[src/rtl/mmt_pkg.sv]
package mmt_pkg;

    typedef enum logic [1:0] {
        MD_HALT = 2'b00,
        MD_UP   = 2'b01,
        MD_CONT = 2'b10,
        MD_UPDN = 2'b11
    } mmt_mode_e;

    typedef enum logic {
        ST_RISE = 1'b0,
        ST_FALL = 1'b1
    } mmt_dir_e;

    // maximum count for a length code: 8, 10, 12 or 16 bits
    function automatic logic [15:0] len_max(input logic [1:0] code);
        logic [15:0] m;
        unique case (code)
            2'b00: m = 16'h00FF;
            2'b01: m = 16'h03FF;
            2'b10: m = 16'h0FFF;
            default: m = 16'hFFFF;
        endcase
        return m;
    endfunction

endpackage

[src/rtl/mmt_prescaler.sv]
module mmt_prescaler #(
    parameter int NSRC  = 4,
    parameter int SEL_W = 2,
    parameter int DIV_W = 2
) (
    input  logic             clk,
    input  logic             rst_n,
    input  logic [NSRC-1:0]  src_tick,
    input  logic [SEL_W-1:0] src_sel,
    input  logic [DIV_W-1:0] div_sel,
    input  logic             clr,
    output logic             tick
);
    localparam int PC_W = (2 ** DIV_W) - 1;

    logic [NSRC-1:0] hit_vec;
    logic            sel_strobe;
    logic [PC_W-1:0] pc_q;
    logic [PC_W-1:0] div_last;

    genvar gi;
    generate
        for (gi = 0; gi < NSRC; gi++) begin : g_src
            assign hit_vec[gi] = src_tick[gi] && (src_sel == SEL_W'(gi));
        end
    endgenerate

    assign sel_strobe = |hit_vec;
    assign div_last   = PC_W'((1 << div_sel) - 1);
    assign tick       = !clr && sel_strobe && (pc_q >= div_last);

    always_ff @(posedge clk or negedge rst_n) begin
        if (!rst_n) begin
            pc_q <= '0;
        end else if (clr) begin
            pc_q <= '0;
        end else if (sel_strobe) begin
            if (pc_q >= div_last) pc_q <= '0;
            else                  pc_q <= pc_q + PC_W'(1);
        end
    end

    AST_TICK_NEEDS_SRC: assert property (@(posedge clk) disable iff (!rst_n)
        tick |-> (src_tick[src_sel] && !clr));

endmodule

[src/rtl/mmt_counter.sv]
module mmt_counter
    import mmt_pkg::*;
#(
    parameter int CNT_W = 16
) (
    input  logic             clk,
    input  logic             rst_n,
    input  logic             tick,
    input  logic [1:0]       mode,
    input  logic [1:0]       len_sel,
    input  logic             clr,
    input  logic             cnt_wr,
    input  logic [CNT_W-1:0] cnt_wdata,
    input  logic             lim_wr,
    input  logic [CNT_W-1:0] lim_wdata,
    output logic [CNT_W-1:0] count,
    output logic             eq_lim,
    output logic             wrap
);
    mmt_dir_e         st_q, st_n;
    mmt_mode_e        md;
    logic [CNT_W-1:0] cnt_q, cnt_n, lim_q, maxv;
    logic             zero_lim_rst, on_path, hit;

    assign md           = mmt_mode_e'(mode);
    assign maxv         = CNT_W'(len_max(len_sel));
    assign zero_lim_rst = lim_wr && (lim_wdata == '0) && (md != MD_CONT);

    always_comb begin
        cnt_n   = cnt_q;
        st_n    = st_q;
        wrap    = 1'b0;
        on_path = 1'b0;
        if (clr) begin
            cnt_n = '0;
            st_n  = ST_RISE;
        end else if (cnt_wr) begin
            cnt_n = cnt_wdata;
        end else if (zero_lim_rst) begin
            cnt_n = '0;
            st_n  = ST_RISE;
        end else if (tick) begin
            on_path = 1'b1;
            unique case (md)
                MD_HALT: begin
                    cnt_n = cnt_q;
                end
                MD_UP: begin
                    st_n = ST_RISE;
                    if (cnt_q >= lim_q) begin
                        cnt_n = '0;
                        wrap  = 1'b1;
                    end else begin
                        cnt_n = cnt_q + CNT_W'(1);
                    end
                end
                MD_CONT: begin
                    st_n = ST_RISE;
                    if (cnt_q >= maxv) begin
                        cnt_n = '0;
                        wrap  = 1'b1;
                    end else begin
                        cnt_n = cnt_q + CNT_W'(1);
                    end
                end
                MD_UPDN: begin
                    unique case (st_q)
                        ST_RISE: begin
                            if (cnt_q >= lim_q) begin
                                if (cnt_q != '0) begin
                                    cnt_n = cnt_q - CNT_W'(1);
                                    st_n  = ST_FALL;
                                end
                            end else begin
                                cnt_n = cnt_q + CNT_W'(1);
                            end
                        end
                        ST_FALL: begin
                            if (cnt_q <= CNT_W'(1)) begin
                                cnt_n = '0;
                                st_n  = ST_RISE;
                                wrap  = (cnt_q == CNT_W'(1));
                            end else begin
                                cnt_n = cnt_q - CNT_W'(1);
                            end
                        end
                        default: st_n = ST_RISE;
                    endcase
                end
                default: cnt_n = cnt_q;
            endcase
        end
    end

    assign hit = on_path && !lim_wr && ((md == MD_UP) || (md == MD_UPDN)) &&
                 (cnt_n == lim_q) && (cnt_n != cnt_q);

    // state register
    always_ff @(posedge clk or negedge rst_n) begin
        if (!rst_n) st_q <= ST_RISE;
        else        st_q <= st_n;
    end

    // output and data registers
    always_ff @(posedge clk or negedge rst_n) begin
        if (!rst_n) begin
            cnt_q  <= '0;
            lim_q  <= '0;
            eq_lim <= 1'b0;
        end else begin
            cnt_q  <= cnt_n;
            eq_lim <= hit;
            if (lim_wr) lim_q <= lim_wdata;
        end
    end

    assign count = cnt_q;

    AST_HALT_HOLD: assert property (@(posedge clk) disable iff (!rst_n)
        (md == MD_HALT && !clr && !cnt_wr && !zero_lim_rst) |=> (cnt_q == $past(cnt_q)));
    AST_CLEAR_ZERO: assert property (@(posedge clk) disable iff (!rst_n)
        clr |=> (cnt_q == '0 && st_q == ST_RISE));
    AST_EQ_MATCH: assert property (@(posedge clk) disable iff (!rst_n)
        eq_lim |-> (cnt_q == lim_q));
    AST_EQ_SINGLE: assert property (@(posedge clk) disable iff (!rst_n)
        eq_lim |=> !eq_lim);
    AST_WRITE_LOAD: assert property (@(posedge clk) disable iff (!rst_n)
        (cnt_wr && !clr) |=> (cnt_q == $past(cnt_wdata)));

endmodule

[src/rtl/mmt_flags.sv]
module mmt_flags (
    input  logic clk,
    input  logic rst_n,
    input  logic wrap,
    input  logic flag_wr,
    input  logic flag_wdata,
    input  logic ovf_ie,
    output logic ovf_flag,
    output logic irq
);
    always_ff @(posedge clk or negedge rst_n) begin
        if (!rst_n)       ovf_flag <= 1'b0;
        else if (wrap)    ovf_flag <= 1'b1;
        else if (flag_wr) ovf_flag <= flag_wdata;
    end

    assign irq = ovf_flag && ovf_ie;

    AST_FLAG_SOURCE: assert property (@(posedge clk) disable iff (!rst_n)
        ($rose(ovf_flag) && !$past(flag_wr)) |-> $past(wrap));
    AST_WRAP_WINS: assert property (@(posedge clk) disable iff (!rst_n)
        wrap |=> ovf_flag);

endmodule

[src/rtl/mm_timer.sv]
module mm_timer #(
    parameter int CNT_W = 16,
    parameter int NSRC  = 4,
    parameter int DIV_W = 2,
    localparam int SEL_W = $clog2(NSRC)
) (
    input  logic             clk,
    input  logic             rst_n,
    input  logic [NSRC-1:0]  src_tick,
    input  logic [SEL_W-1:0] src_sel,
    input  logic [DIV_W-1:0] div_sel,
    input  logic [1:0]       mode,
    input  logic [1:0]       len_sel,
    input  logic             clr,
    input  logic             cnt_wr,
    input  logic [CNT_W-1:0] cnt_wdata,
    input  logic             lim_wr,
    input  logic [CNT_W-1:0] lim_wdata,
    input  logic             flag_wr,
    input  logic             flag_wdata,
    input  logic             ovf_ie,
    output logic [CNT_W-1:0] count,
    output logic             eq_lim,
    output logic             ovf_flag,
    output logic             irq
);
    logic tick, wrap;

    mmt_prescaler #(.NSRC(NSRC), .SEL_W(SEL_W), .DIV_W(DIV_W)) u_pre (
        .clk(clk), .rst_n(rst_n), .src_tick(src_tick), .src_sel(src_sel),
        .div_sel(div_sel), .clr(clr), .tick(tick)
    );

    mmt_counter #(.CNT_W(CNT_W)) u_cnt (
        .clk(clk), .rst_n(rst_n), .tick(tick), .mode(mode), .len_sel(len_sel),
        .clr(clr), .cnt_wr(cnt_wr), .cnt_wdata(cnt_wdata), .lim_wr(lim_wr),
        .lim_wdata(lim_wdata), .count(count), .eq_lim(eq_lim), .wrap(wrap)
    );

    mmt_flags u_flg (
        .clk(clk), .rst_n(rst_n), .wrap(wrap), .flag_wr(flag_wr),
        .flag_wdata(flag_wdata), .ovf_ie(ovf_ie), .ovf_flag(ovf_flag), .irq(irq)
    );

    AST_WRAP_NEEDS_TICK: assert property (@(posedge clk) disable iff (!rst_n)
        wrap |-> tick);

endmodule

[config.mk]
export PLATFORM = sky130hd
export DESIGN_NAME = mm_timer
export DESIGN_NICKNAME = d
export VERILOG_FILES = /design/src/rtl/mmt_pkg.sv /design/src/rtl/mmt_prescaler.sv /design/src/rtl/mmt_counter.sv /design/src/rtl/mmt_flags.sv /design/src/rtl/mm_timer.sv
export SDC_FILE = /design/constraint.sdc
export NUM_CORES = 1
export LEC_CHECK = 0
export BUFFER_PORTS_ARGS = -buffer_cell sky130_fd_sc_hd__buf_2
export CAP_MARGIN = 20
export CORE_MARGIN = 3
export CORE_UTILIZATION = 45
export DETAILED_ROUTE_END_ITERATION = 10
export PLACE_DENSITY = 0.71
export RECOVER_POWER = 100
export SLEW_MARGIN = 20
export SYNTH_ARGS = -nofsm -noshare
export SYNTH_HDL_FRONTEND = slang
export SYNTH_SLANG_ARGS = --single-unit
[constraint.sdc]
create_clock -name clk -period 4.07 [get_ports clk]
set_input_delay 0.407 -clock clk [delete_from_list [all_inputs] [get_ports clk]]
set_output_delay 0.407 -clock clk [all_outputs]
set_load 0.03 [all_outputs]
======== Word-level counts from Yosys, hierarchy flattened ========
Cells that the tools add are included.
cells by class
  eq/ne operators ......................... 13
  reduce and logical (&&, ||, !) cells .... 28
  muxes and demuxes ....................... 39
  bitwise operators ....................... 1
  shifts and indexed selects .............. 1
  magnitude comparators ................... 4
  add/sub/neg operators ................... 4
operators with widths
  kind                                                  number
  two-way mux 16 bit                                    9
  one-hot mux 16 bit (4 select lines)                   1
  one-hot mux 16 bit (3 select lines)                   1
  >= comparator 16 bit                                  2
  one-hot mux 16 bit (2 select lines)                   1
  two-way mux 1 bit                                     21
  adder 16 x 1 -> 16 bit, second input constant         1
  == test 16 x 1 -> 1 bit, second input constant        1
  == test 16 bit                                        1
  <= comparator 16 x 1 -> 1 bit, second input constant  1
  zero test 16 bit                                      1
  inequality test 16 bit                                1
  nonzero test 16 bit                                   1
  subtractor 16 x 1 -> 16 bit, second input constant    1
  logical AND 1 bit                                     13
  == test 2 bit, second input constant                  5
  two-way mux 3 bit                                     3
  == test 2 x 1 -> 1 bit, second input constant         3
  zero test 2 bit                                       3
  inequality test 2 bit, second input constant          2
  one-hot mux 1 bit (2 select lines)                    2
  nonzero test 2 bit                                    2
  nonzero test 4 bit                                    1
  OR reduction 4 bit                                    1
  other kinds (11)                                      12
word-level totals
  register bits after elaboration ......... 38
  input bits .............................. 52
  output and inout bits ................... 19
  word-level logic and storage cells ...... 96

======== Depth between registers and ports, before layout ========
  depth after elaboration ................. 13
  gate-level depth with buffers ........... 15
  mapped depth without buffers ............ 12

======== By module ========
Synthesis repeated with hierarchy kept, for this count alone.
second synthesis, totals
  cell total of the unflattened synthesis .. 642
  area, all modules ....................... 4,780.8 um^2
by module, submodules not included
  module         cells an instance  area an instance (um^2)  seq. area each (um^2)  times used
  mmt_counter    609                4,460.5                  850.8                  1
  mmt_prescaler  29                 272.8                    75.1                   1
  mmt_flags      4                  47.5                     25.0                   1

======== Worst setup path after synthesis ========
Ideal clock, no wire load.
  kind .................................... reg2reg
  start ................................... register u_cnt.cnt_q[0] (netlist: u_cnt.count[0])
  end ..................................... register u_cnt.eq_lim
  period minus slack after synthesis ...... 4.304 ns
  required time ........................... 3.971 ns
  path buffers ............................ 2
  arrival ................................. 4.205 ns
  setup time .............................. 0.099 ns
  stages on the path, launching flop included .. 15
  setup slack ............................. -0.234 ns
  cells stage by stage .................... dfrtp_1 -> clkbuf_1 -> inv_1 -> ha_1 -> nand2b_4 -> a2111oi_2 -> o32a_1 -> buf_4 -> a31o_2 -> a22oi_1 -> o2bb2ai_1 -> a311o_1 -> or4_1 -> or4_1 -> a311oi_1
between the ends
  word-level cells in the longest chain between the ends .. 12
  elaborated cells between the ends (all ways) .. 21
  classes of those cells .................. add/sub: 2; order compare: 3; eq/ne: 2; mux: 11; reduce/logical: 3
RTL lines
  item                                                                line                                                     RTL
  start, declared                                                     mmt_counter.sv:22                                        logic [CNT_W-1:0] cnt_q, cnt_n, lim_q, maxv;
  start signal, assigned                                              mmt_counter.sv:111                                       cnt_q <= cnt_n;
  subtractor 16 x 1 -> 16 bit or nonzero test 16 bit (tied branches)  mmt_counter.sv:71, mmt_counter.sv:84, mmt_counter.sv:70
  two-way mux 16 bit                                                  mmt_counter.sv:70                                        if (cnt_q != '0) begin
  two-way mux 16 bit                                                  mmt_counter.sv:69                                        if (cnt_q >= lim_q) begin
  one-hot mux 16 bit (2 select lines)                                 mmt_counter.sv:67                                        unique case (st_q)
  one-hot mux 16 bit (4 select lines)                                 mmt_counter.sv:44                                        unique case (md)
  two-way mux 16 bit                                                  mmt_counter.sv:42                                        end else if (tick) begin
  two-way mux 16 bit                                                  mmt_counter.sv:39                                        end else if (zero_lim_rst) begin
  two-way mux 16 bit                                                  mmt_counter.sv:37                                        end else if (cnt_wr) begin
  two-way mux 16 bit                                                  mmt_counter.sv:34                                        if (clr) begin
  == test 16 bit                                                      mmt_counter.sv:96                                        (cnt_n == lim_q) && (cnt_n != cnt_q);
  logical AND 1 bit                                                   mmt_counter.sv:95                                        assign hit = on_path && !lim_wr && ((md == MD_UP) || (md == MD_UPDN)) &&
  logical AND 1 bit *                                                 mmt_counter.sv:96
  via u_cnt.hit                                                       mmt_counter.sv:23                                        logic zero_lim_rst, on_path, hit;
  end signal, assigned                                                mmt_counter.sv:112                                       eq_lim <= hit;
  end, declared                                                       mmt_counter.sv:17                                        output logic eq_lim,
The timed path passes the listed nets; every way through them passes the cells marked *.
A chain may end at the register's enable or synchronous reset.

======== Worst setup path after layout ========
  start ................................... register u_cnt.cnt_q[13] (netlist: u_cnt.count[13])
  end ..................................... register u_cnt.eq_lim
between the ends
  word-level cells in the longest chain between the ends .. 12
  elaborated cells between the ends (all ways) .. 21
  classes of those cells .................. add/sub: 2; order compare: 3; eq/ne: 2; mux: 11; reduce/logical: 3
RTL lines
  item                                                                                   line
  parallel branches: the longest is 4 deep, another holds <= comparator 16 x 1 -> 1 bit  n/a
  one-hot mux 16 bit (4 select lines) *                                                  mmt_counter.sv:44
  two-way mux 16 bit *                                                                   mmt_counter.sv:42
  two-way mux 16 bit *                                                                   mmt_counter.sv:39
  two-way mux 16 bit *                                                                   mmt_counter.sv:37
  two-way mux 16 bit *                                                                   mmt_counter.sv:34
  via u_cnt.cnt_n[3]                                                                     mmt_counter.sv:22
  == test 16 bit                                                                         mmt_counter.sv:96
  logical AND 1 bit                                                                      mmt_counter.sv:95
  logical AND 1 bit *                                                                    mmt_counter.sv:96
  via u_cnt.hit                                                                          mmt_counter.sv:23
Mark *: on every way through the listed nets, which the timed path passes.

==> qor.yml <==
placed_design:
  dp_hpwl_um: 20100
  place_congestion: 1.12
  pre_cts_ws_ns: -0.0478
  portBuffers: 70
floorplanning:
  initial_core_util: 0.473
  ioPinCount: 71
  die_area_um2: 12400
  die_x_um: 112
  rows: 37
  die_h_um: 112
  core_area_um2: 10600
clock_tree:
  cts.path.max_buffers: 2
  clkSinkCount: 38
  cts_root_buf: "clkbuf_8"
  cts_inserted_buffers: 5
  worstSkewPairLatency_ns: 0.32
  cts_tree: "built"
  cts.clk_slew.worst_paths_ns: 0.10
  htreeDepth: 2
hold_path:
  worstHoldStart: "lim_wdata[3]"
  hp-class: "in -> reg"
synthesis:
  synth_seq_cells: 38
  synthFlopType: "dfrtp_1"
  ys_async_sr_fraction: 1.00
  synth.largest_area_cell: "dfrtp_1"
  yosys_warnings: 0
  synth_nets: 771
  yosysTopAreaCellShare: 0.190
  syn_area_um2: 5010
  synth_edf_count: 0
  synth_seq_area_share: 0.190
  ys_top_cells_by_area: "dfrtp_1, ha_1, nand2_1"
  synth.distinct_cells: 79
  avgSynthCellArea_um2: 7.34
  netlist_instances: 683
route:
  wl_met2_um: 10800
  first_pass_iters: 6
  drt-initial-drc-count: 1070
  wl_met1_um: 9750
  met3_length_um: 3460
  routed_wl_um: 25600
  ant_nets: 0
  wl_per_cell_um: 26.6
  via_per_inst: 6.99
  drc: 0
  vias: 6726
  highest_layer: "met5"
setup_path:
  critPathMaxFanout: 8
  required_ns: 4.30
  start_kind: "register"
  path_class: "reg -> reg"
  crit_start: "u_cnt.count[13]"
  reg2reg_from: "u_cnt.count[13]"
  worstPathArrival_ns: 4.24
  crit_path_end_kind: "register"
timing:
  timing.final.crit_share: 0.984
  setup_violations: 0
  hold_violations: 0
  fmax_ghz: 0.250
  slew_violations: 39
  finClkSkew_ns: 0.0184
  min_period_ns: 4.01
  layout_setup_ws_ns: 0.0636
  worstMarginPinSlew_ns: 2.44
  relSlewSlack: -0.627
cells_and_area:
  final_cell_mix: "buf_4, nand2_1, buf_2"
  fin_util: 0.611
  antenna_cells: 0
  syn_to_final_growth_pct: 29.2
  fin_nets: 913
  final_common_cell: "buf_4"
  drive_above_1_share: 0.269
  n_fill_cell: 987
status:
  outcome: "complete, but fails checks"
  violations: "max-capacitance violations, max-slew violations"
grt:
  antenna_found_initial: 1
  grt_max_degree: 39
  grt_pass1_vias: 6535
  grt.overflow.total: 0
  grtUsageTotal: 0.399
  grt_pass1_wl_um: 38500
power_and_ir_drop:
  p_per_area_nw_per_um2: 267
  ir_drop_uv: 262
  p_leak_nw: 2.78
  total_power_mw: 1.73
run:
  drv_cap: 1
==> flip-flops by register name (all words and copies together) (netlist names) <==
signal,cells
u_cnt.count,16
u_cnt.lim_q,16
u_pre.pc_q,3
u_cnt.eq_lim,1
u_cnt.st_q,1
u_flg.ovf_flag,1
==> Yosys cell counts (all sizes together), types with 7 or more instances <==
cell    count
or4        10
nor2       46
ha         36
a22oi       8
xnor2      14
o21a        9
nor2b      10
buf        14
nand2      82
nor3       26
nand4      16
a211oi      8
o211ai      7
a221oi     10
inv        34
clkbuf     34
o21ai      55
nor4       16
and3        9
nand3      20
or3        10
a21oi      48
xor2        9
dfrtp      38
==> metal layers <==
layer	vias up	GRT usage
li1	2869	-
met1	3161	0.531
met2	564	0.604
met3	130	0.106
met4	2	0.185
met5	-	0
==> worst paths after layout <==
check | end | slack (ns) | cells after the start
max | u_cnt.eq_lim | 0.06 | 13
min | u_cnt.lim_q[3] | 0.30 | 3
max reg2reg | u_cnt.eq_lim | 0.06 | 13
min reg2reg | u_flg.ovf_flag | 0.55 | 2
max in group asynchronous | u_cnt.count[1] | 1.69 | 1
min in group asynchronous | u_pre.pc_q[1] | 0.81 | 1
==> where the power goes <==
part / internal [mW] / total [mW] / switching [mW]
clock: 0.262 / 0.448 / 0.186
sequential: 0.405 / 0.436 / 0.0309
combinational: 0.322 / 0.847 / 0.525
total: 0.990 / 1.73 / 0.742
==> stage by stage <==
| step | hold slack, ns | area (µm²) | instances | TNS, ns |
|---|---|---|---|---|
| finish | 0.300 | 6480 | 962 | 0 |
| global route | 0.325 | 6480 | 962 | -0.0347 |
| CTS | 0.278 | 6330 | 958 | 0 |
| global placement | 0.497 | 6180 | 950 | 0 |
| detailed placement | 0.516 | 6180 | 950 | -0.0478 |
| floorplan | 0.111 | 5020 | 683 | 0 |
==> worst max-delay path: stages (launching register included) <==
cell,delay [ns]
dfrtp_1,0.44
buf_4,0.18
ha_2,0.37
nand4_1,0.21
o41ai_2,0.46
o21ai_2,0.11
buf_6,0.15
buf_4,0.15
a21oi_1,0.23
o22ai_4,0.16
xnor2_2,0.18
or4_1,0.50
or4_1,0.50
a311oi_2,0.26
==> layout make-up <==
type,count,area [µm²],area share
Sequential cell,38,953,0.147
Tap cell,136,170,0.0263
Timing Repair Buffer,183,1190,0.184
Clock inverter,2,60.1,0.00927
Multi-Input combinational cell,563,3890,0.601
Inverter,34,128,0.0197
Clock buffer,6,82.6,0.0127
==> repair_timing <==
| item | 4_1_cts | 5_1_grt |
|---|---|---|
| endpoints found under the setup margin | 1 | 1 |
| buffers inserted | 0 | 4 |
| pin swaps | 0 | 9 |
| hold buffers | 0 | 0 |
| resized for setup | 1 | 26 |
| endpoints found under the hold margin | 0 | 0 |
| cloned | 0 | 0 |
==> cells by family (layout without fill, tap and decap cells) <==
logic type / after synthesis / in the layout / share of synthesized area
AOI/OAI and AO/OA: 225 / 225 / 0.316
xor gates and xnor gates: 23 / 23 / 0.0402
adders and majority gates: 36 / 36 / 0.0898
buffers and inverters: 82 / 225 / 0.0646
DFF: 38 / 38 / 0.190
muxes: 8 / 8 / 0.0190
and+or+nand+nor: 271 / 271 / 0.281
(Power assumes the default switching activity.)
